[src/rtl/cmd_bus_bridge.sv]
module cmd_bus_bridge #(
  parameter int ADDR_W    = 8,
  parameter int MAX_BYTES = 4
) (
  input  logic              clk,
  input  logic              rst_n,
  input  logic              reg_req,
  input  logic              reg_we,
  input  logic [ADDR_W-1:0] reg_addr,
  input  logic [3:0]        reg_size,
  input  logic [63:0]       reg_wdata,
  output logic [63:0]       reg_rdata,
  output logic              reg_rvalid,
  output logic              bus_req,
  output logic              bus_we,
  output logic [31:0]       bus_addr,
  output logic [2:0]        bus_size,
  output logic [31:0]       bus_wdata,
  input  logic [31:0]       bus_rdata,
  input  logic              bus_ready,
  input  logic              bus_err
);
  localparam int RD_FLAG  = 48;
  localparam int CNT_LO   = 56;
  localparam int DONE_BIT = 11;
  localparam int DATA_LO  = 26;
  localparam logic [1:0] IDX_CTL = 2'd0, IDX_STAT = 2'd2, IDX_DATA = 2'd3;

  logic [31:0] data_q, wdata_q, addr_q;
  logic [63:0] stat_q;
  logic [3:0]  cnt_q;
  logic        rd_q, busy_q;

  wire [1:0] idx     = reg_addr[4:3];
  wire       acc     = reg_req && (reg_size == 4'd8);
  wire [3:0] new_cnt = reg_wdata[CNT_LO+3:CNT_LO];
  wire       launch  = acc && reg_we && idx == IDX_CTL && !busy_q && (new_cnt <= 4'(MAX_BYTES));
  wire       finish  = busy_q && (bus_ready || bus_err);
  wire       stat_rd = acc && !reg_we && idx == IDX_STAT;
  wire [31:0] rd_val = bus_err ? 32'hFFFF_FFFF : bus_rdata;

  always_ff @(posedge clk) begin
    if (!rst_n) begin
      data_q     <= '0;
      wdata_q    <= '0;
      addr_q     <= '0;
      stat_q     <= '0;
      cnt_q      <= '0;
      rd_q       <= 1'b0;
      busy_q     <= 1'b0;
      reg_rdata  <= '0;
      reg_rvalid <= 1'b0;
    end else begin
      if (launch) begin
        busy_q  <= 1'b1;
        addr_q  <= reg_wdata[31:0];
        cnt_q   <= new_cnt;
        rd_q    <= reg_wdata[RD_FLAG];
        wdata_q <= data_q;
      end else if (finish) begin
        busy_q <= 1'b0;
      end
      if (acc && reg_we && idx == IDX_DATA)
        data_q <= reg_wdata[63:32];
      if (finish)
        stat_q <= rd_q ? ((64'(1) << DONE_BIT) | (64'(rd_val) << DATA_LO))
                       : (64'(1) << DONE_BIT);
      else if (stat_rd)
        stat_q <= '0;
      reg_rvalid <= reg_req && !reg_we;
      if (reg_req && !reg_we) begin
        if (!acc)                 reg_rdata <= '0;
        else if (idx == IDX_STAT) reg_rdata <= stat_q;
        else if (idx == IDX_DATA) reg_rdata <= {data_q, 32'd0};
        else                      reg_rdata <= '0;
      end
    end
  end

  assign bus_req   = busy_q;
  assign bus_we    = !rd_q;
  assign bus_addr  = addr_q;
  assign bus_size  = cnt_q[2:0];
  assign bus_wdata = wdata_q;

  assert_rvalid_R1: assert property (@(posedge clk) disable iff (!rst_n)
    reg_req && !reg_we |=> reg_rvalid);

  assert_hold_R4: assert property (@(posedge clk) disable iff (!rst_n)
    bus_req && !(bus_ready || bus_err) |=> bus_req && $stable(bus_addr) && $stable(bus_we) && $stable(bus_size));

  assert_size_limit_R5: assert property (@(posedge clk) disable iff (!rst_n)
    bus_req |-> bus_size <= 3'(MAX_BYTES));

  assert_done_R6: assert property (@(posedge clk) disable iff (!rst_n)
    bus_req && (bus_ready || bus_err) |=> stat_q[DONE_BIT]);

  assert_err_ones_R7: assert property (@(posedge clk) disable iff (!rst_n)
    bus_req && bus_err && !bus_we |=> stat_q[57:26] == 32'hFFFF_FFFF);

  assert_write_status_R8: assert property (@(posedge clk) disable iff (!rst_n)
    bus_req && bus_we && (bus_ready || bus_err) |=> stat_q == 64'h800);

  assert_clear_R9: assert property (@(posedge clk) disable iff (!rst_n)
    stat_rd && !(bus_req && (bus_ready || bus_err)) |=> stat_q == 64'd0);

  assert_ignore_busy_R10: assert property (@(posedge clk) disable iff (!rst_n)
    reg_req && reg_we && bus_req && !(bus_ready || bus_err) |=> $stable(bus_addr) && $stable(bus_size));
endmodule

[config.mk]
export PLATFORM = sky130hd
export DESIGN_NAME = cmd_bus_bridge
export DESIGN_NICKNAME = d
export VERILOG_FILES = /design/src/rtl/cmd_bus_bridge.sv
export SDC_FILE = /design/constraint.sdc
export NUM_CORES = 1
export LEC_CHECK = 0
export BUFFER_PORTS_ARGS = -buffer_cell sky130_fd_sc_hd__buf_2
export CAP_MARGIN = 20
export CELL_PAD_IN_SITES_DETAIL_PLACEMENT = 1
export CELL_PAD_IN_SITES_GLOBAL_PLACEMENT = 2
export CORE_ASPECT_RATIO = 0.75
export CORE_MARGIN = 5
export CORE_UTILIZATION = 31
export DETAILED_ROUTE_END_ITERATION = 6
export PLACE_DENSITY = 0.88
export SETUP_SLACK_MARGIN = 0.4
export SLEW_MARGIN = 10
export SYNTH_ARGS = -nofsm -noshare
export SYNTH_HDL_FRONTEND = slang
export SYNTH_SLANG_ARGS = --single-unit
[constraint.sdc]
create_clock -name clk -period 4.14 [get_ports clk]
set_clock_uncertainty 0.1 [all_clocks]
set_input_delay 0.414 -clock clk [delete_from_list [all_inputs] [get_ports clk]]
set_output_delay 0.414 -clock clk [all_outputs]
set_load 0.03 [all_outputs]
Yosys cells after proc, flatten, opt, wreduce, memory -nomap -nowiden:

Index checks and enable logic that the tools add are counted.

* bits in registers: 230
* logic and storage cells: 39
* input bits: 114
* output and inout port bits: 134

* equal/unequal tests: 3
* muxes and demuxes: 9
* magnitude comparators: 1
* reduce and logical (&&, ||, !) cells: 17

Operators with widths (count)
* 64-bit two-way mux: 5
* 58-bit two-way mux: 1
* 32-bit two-way mux: 1
* 1-bit logical AND: 10
* 2-bit equality test, second input constant: 2
* 4-bit equality test, second input constant: 1
* 4-bit by 3-bit <= comparator with 1-bit output, second input constant: 1
* 2-bit nonzero test: 2
* 1-bit logical NOT: 3
* 2-bit logical NOT: 1
* 1-bit two-way mux: 2
* 1-bit logical OR: 1

Logic depth before layout (Yosys ltp):

* depth after elaboration: 7
* depth in mapped cells: 7
* depth with buffers taken out: 3

Least setup slack after synthesis:

OpenSTA, ideal clock, no wires.

* path type: in2reg
* start point: in reg_size[1]
* end point: reg wdata_q[13], in the netlist bus_wdata[13]
* required time: 3.968 ns
* path buffers: 4
* arrival time: 1.913 ns
* cell stages on the path: 7
* slack: 2.056 ns
* cell sequence: or4b_1 > buf_2 > nor4b_2 > buf_4 > buf_6 > buf_8 > mux2i_1

* longest elaborated chain between the ends: 6

RTL lines
* start: declaration: RTL line 10 `input logic [3:0] reg_size,`
* 4-bit equality test: RTL line 35 `wire acc = reg_req && (reg_size == 4'd8);`
* 1-bit logical AND: RTL line 35
* 1-bit logical AND (4 in series): RTL line 37 `wire launch = acc && reg_we && idx == IDX_CTL && !busy_q && (new_cnt <= 4'(MAX_BYTES));`
* end signal: assignment: RTL line 59 `wdata_q <= data_q;`
* end: declaration: RTL line 29 `logic [31:0] data_q, wdata_q, addr_q;`

Every way passes these cells.
A chain may end at the register's enable or synchronous reset.

Worst setup path after layout:

* start point: in reg_size[1]
* end point: reg wdata_q[26], in the netlist bus_wdata[26]

The elaborated chain is that of the path after synthesis.

==> reports/results.ini <==
[routing]
wl_per_cell_um = 18.8
drtAntennaViolNets = 0
dr_total_vias = 6574
viasPerCell = 5.01
wl_um = 24700
drcViolationCount = 0
dr.pass1.iters = 4
first_iter_violations = 283

[place]
portBuffers = 216
place.gp.congestion = 0.730
place_area_mm2 = 0.00854
detailed_place_hpwl_um = 16500

[synth]
syn_avg_cell_area_um2 = 8.86
synth_area_mm2 = 0.00735
synth_top_area_share_pct = 47.4
synth.area.top_cells = dfxtp_1, mux2i_1, nand2_1
ys.warnings.count = 0
synth_flop_cell = dfxtp_1
synth_edf_count = 0
yosysTopAreaCell = dfxtp_1
ys_ff_latch = 174
synthArstFlopShare_pct = 0
netlist-cell-type-count = 36
synth_cells = 830
seq_area_frac_synth_pct = 47.4

[critical_path]
critPathKind = input pin to register
critPathLaunchType = input pin
critPathCaptureType = register
worstPathRequired_ns = 4.40
cp.arrival_ns = 2.85
cp_max_fo = 24

[timing]
min_period_ns = 2.59
setup_violations = 0
slew_headroom_pct = 31.4
finalCritPeriodShare_pct = 62.5
hold_viol = 0
rsz0062_at_grt = false
tightest_slew_ns = 1.03
clock.fmax_ghz = 0.387
slew_viol_final = 0
finalSetupTns_ns = 0

[cts]
clk_latency_ns = 0.44
cts_max_path_buffers = 2
clk_transition_reported_paths_ns = 0.07
cts_resized = 0
htreeDepth = 4
post_cts_buffers = 0
cts_sinks = 174
cts_hold_buf = 0
cts_buffers = 17
cts_root_buf = clkbuf_16
cts_tree = done

[global_routing]
antenna_found_initial = 4
track_usage_pct = 17.9
grt_max_degree = 80
grt_overflow = 0
first_global_vias = 6675
grt_pass1_wl_um = 38100

[final_layout]
diodes = 0
multi_input_area_mm2 = 0.00334
drive_gt1_share_pct = 29.1
layout.cells.most_common_list = buf_2, dfxtp_1, nand2_1
fin_nets = 1114
final_area_mm2 = 0.00915
area.growth.synth_to_final_pct = 24.5
layout_commonest_cell = buf_2
regArea_mm2 = 0.00348
n_fill_cell = 2780

[floorplanning]
start_util_pct = 31.7
ios = 248
design.core.area_mm2 = 0.0232
die-area_mm2 = 0.0269
rows = 48
die_y_um = 143
die_w_um = 188

[pwr]
p_per_area_mw_per_mm2 = 394
vdd_ir_drop_max_v = 0.000263
p_leak_nw = 3.66

[job]
cap_violations = 0

[outcome]
status = finished, final reports clean

[min_path]
worstHoldPathType = input pin to register

critical path, cell delays in order:
cell and delay [ns]:
buf_2 0.11, or4b_2 0.88, buf_4 0.32, nor4b_4 0.35, buf_4 0.50, mux2i_1 0.25
worst paths after layout:
kind | from | end | slack, ns | cells after the start
worst max-delay path | reg_size[1] | bus_wdata[26] | 1.55 | 6
worst min-delay path | reg_wdata[7] | bus_addr[7] | 0.11 | 3
worst max register to register | bus_req | bus_wdata[26] | 1.87 | 4
worst min register to register | stat_q[30] | reg_rdata[30] | 0.35 | 2
metrics by stage:
step,util (%),hold WS [ns],worst slack (ns),cells,total power [mW]
after floorplan,-,0.332,2.06,854,1.87
after detailed placement,36.9,0.349,1.10,1281,1.95
final,39.5,0.111,1.55,1313,3.60
after global placement,36.9,0.339,1.17,1281,1.95
after global routing,39.5,0.103,1.41,1313,3.73
after CTS,39.5,0.0935,1.54,1313,3.64
final cells by class:
type	count	area share, %
sequential	174	38.1
timing repair buffer	230	13.3
multi-input combinational	543	36.5
inverter	34	1.39
clock inverter	10	1.49
tap	300	4.10
clock buffer	22	5.18
power breakdown:
part           switching (mW)  total, mW  internal [mW]  leakage [nW]
Sequential           0.000796       1.68           1.67          1.40
Clock                   0.698       1.69          0.996         0.292
Combinational           0.162      0.234         0.0720          1.97
Yosys cell counts (3+ instances only):
cell type and count:
buf_4 31, o21ai_0 34, nand3_1 41, inv_1 34, dfxtp_1 174, a21boi_1 4, a22o_1 6, buf_2 6
o22ai_1 32, nand2_1 171, a21boi_0 55, mux2i_1 68, o41ai_1 6, clkbuf_1 61, a21oi_1 32, buf_1 3
nand4_1 27, mux2_2 26
routing by layer:
layer	vias to the layer above	share of wire (%)	track usage [%]
li1	3149	-	-
met1	3206	48	24.0
met2	187	44	28.3
met3	26	6.4	5.76
met4	6	1.1	4.21
met5	-	0.14	0
registers in the layout, summed over array words and instances (netlist names):
signal      count
stat_q         33
cnt_q           3
bus_addr       32
reg_rvalid      1
data_q         32
bus_wdata      32
rd_q            1
bus_req         1
reg_rdata      39
logic make-up after synthesis:
| logic type | share of synthesized area [%] |
|---|---|
| AND/OR/NAND/NOR | 15.2 |
| multiplexers | 13.2 |
| flip-flops | 47.4 |
| AO/OA/AOI/OAI | 15.2 |
| other | 0.0510 |
| buffers and inverters | 8.93 |
No activity file was read; power rests on OpenSTA's default activity.
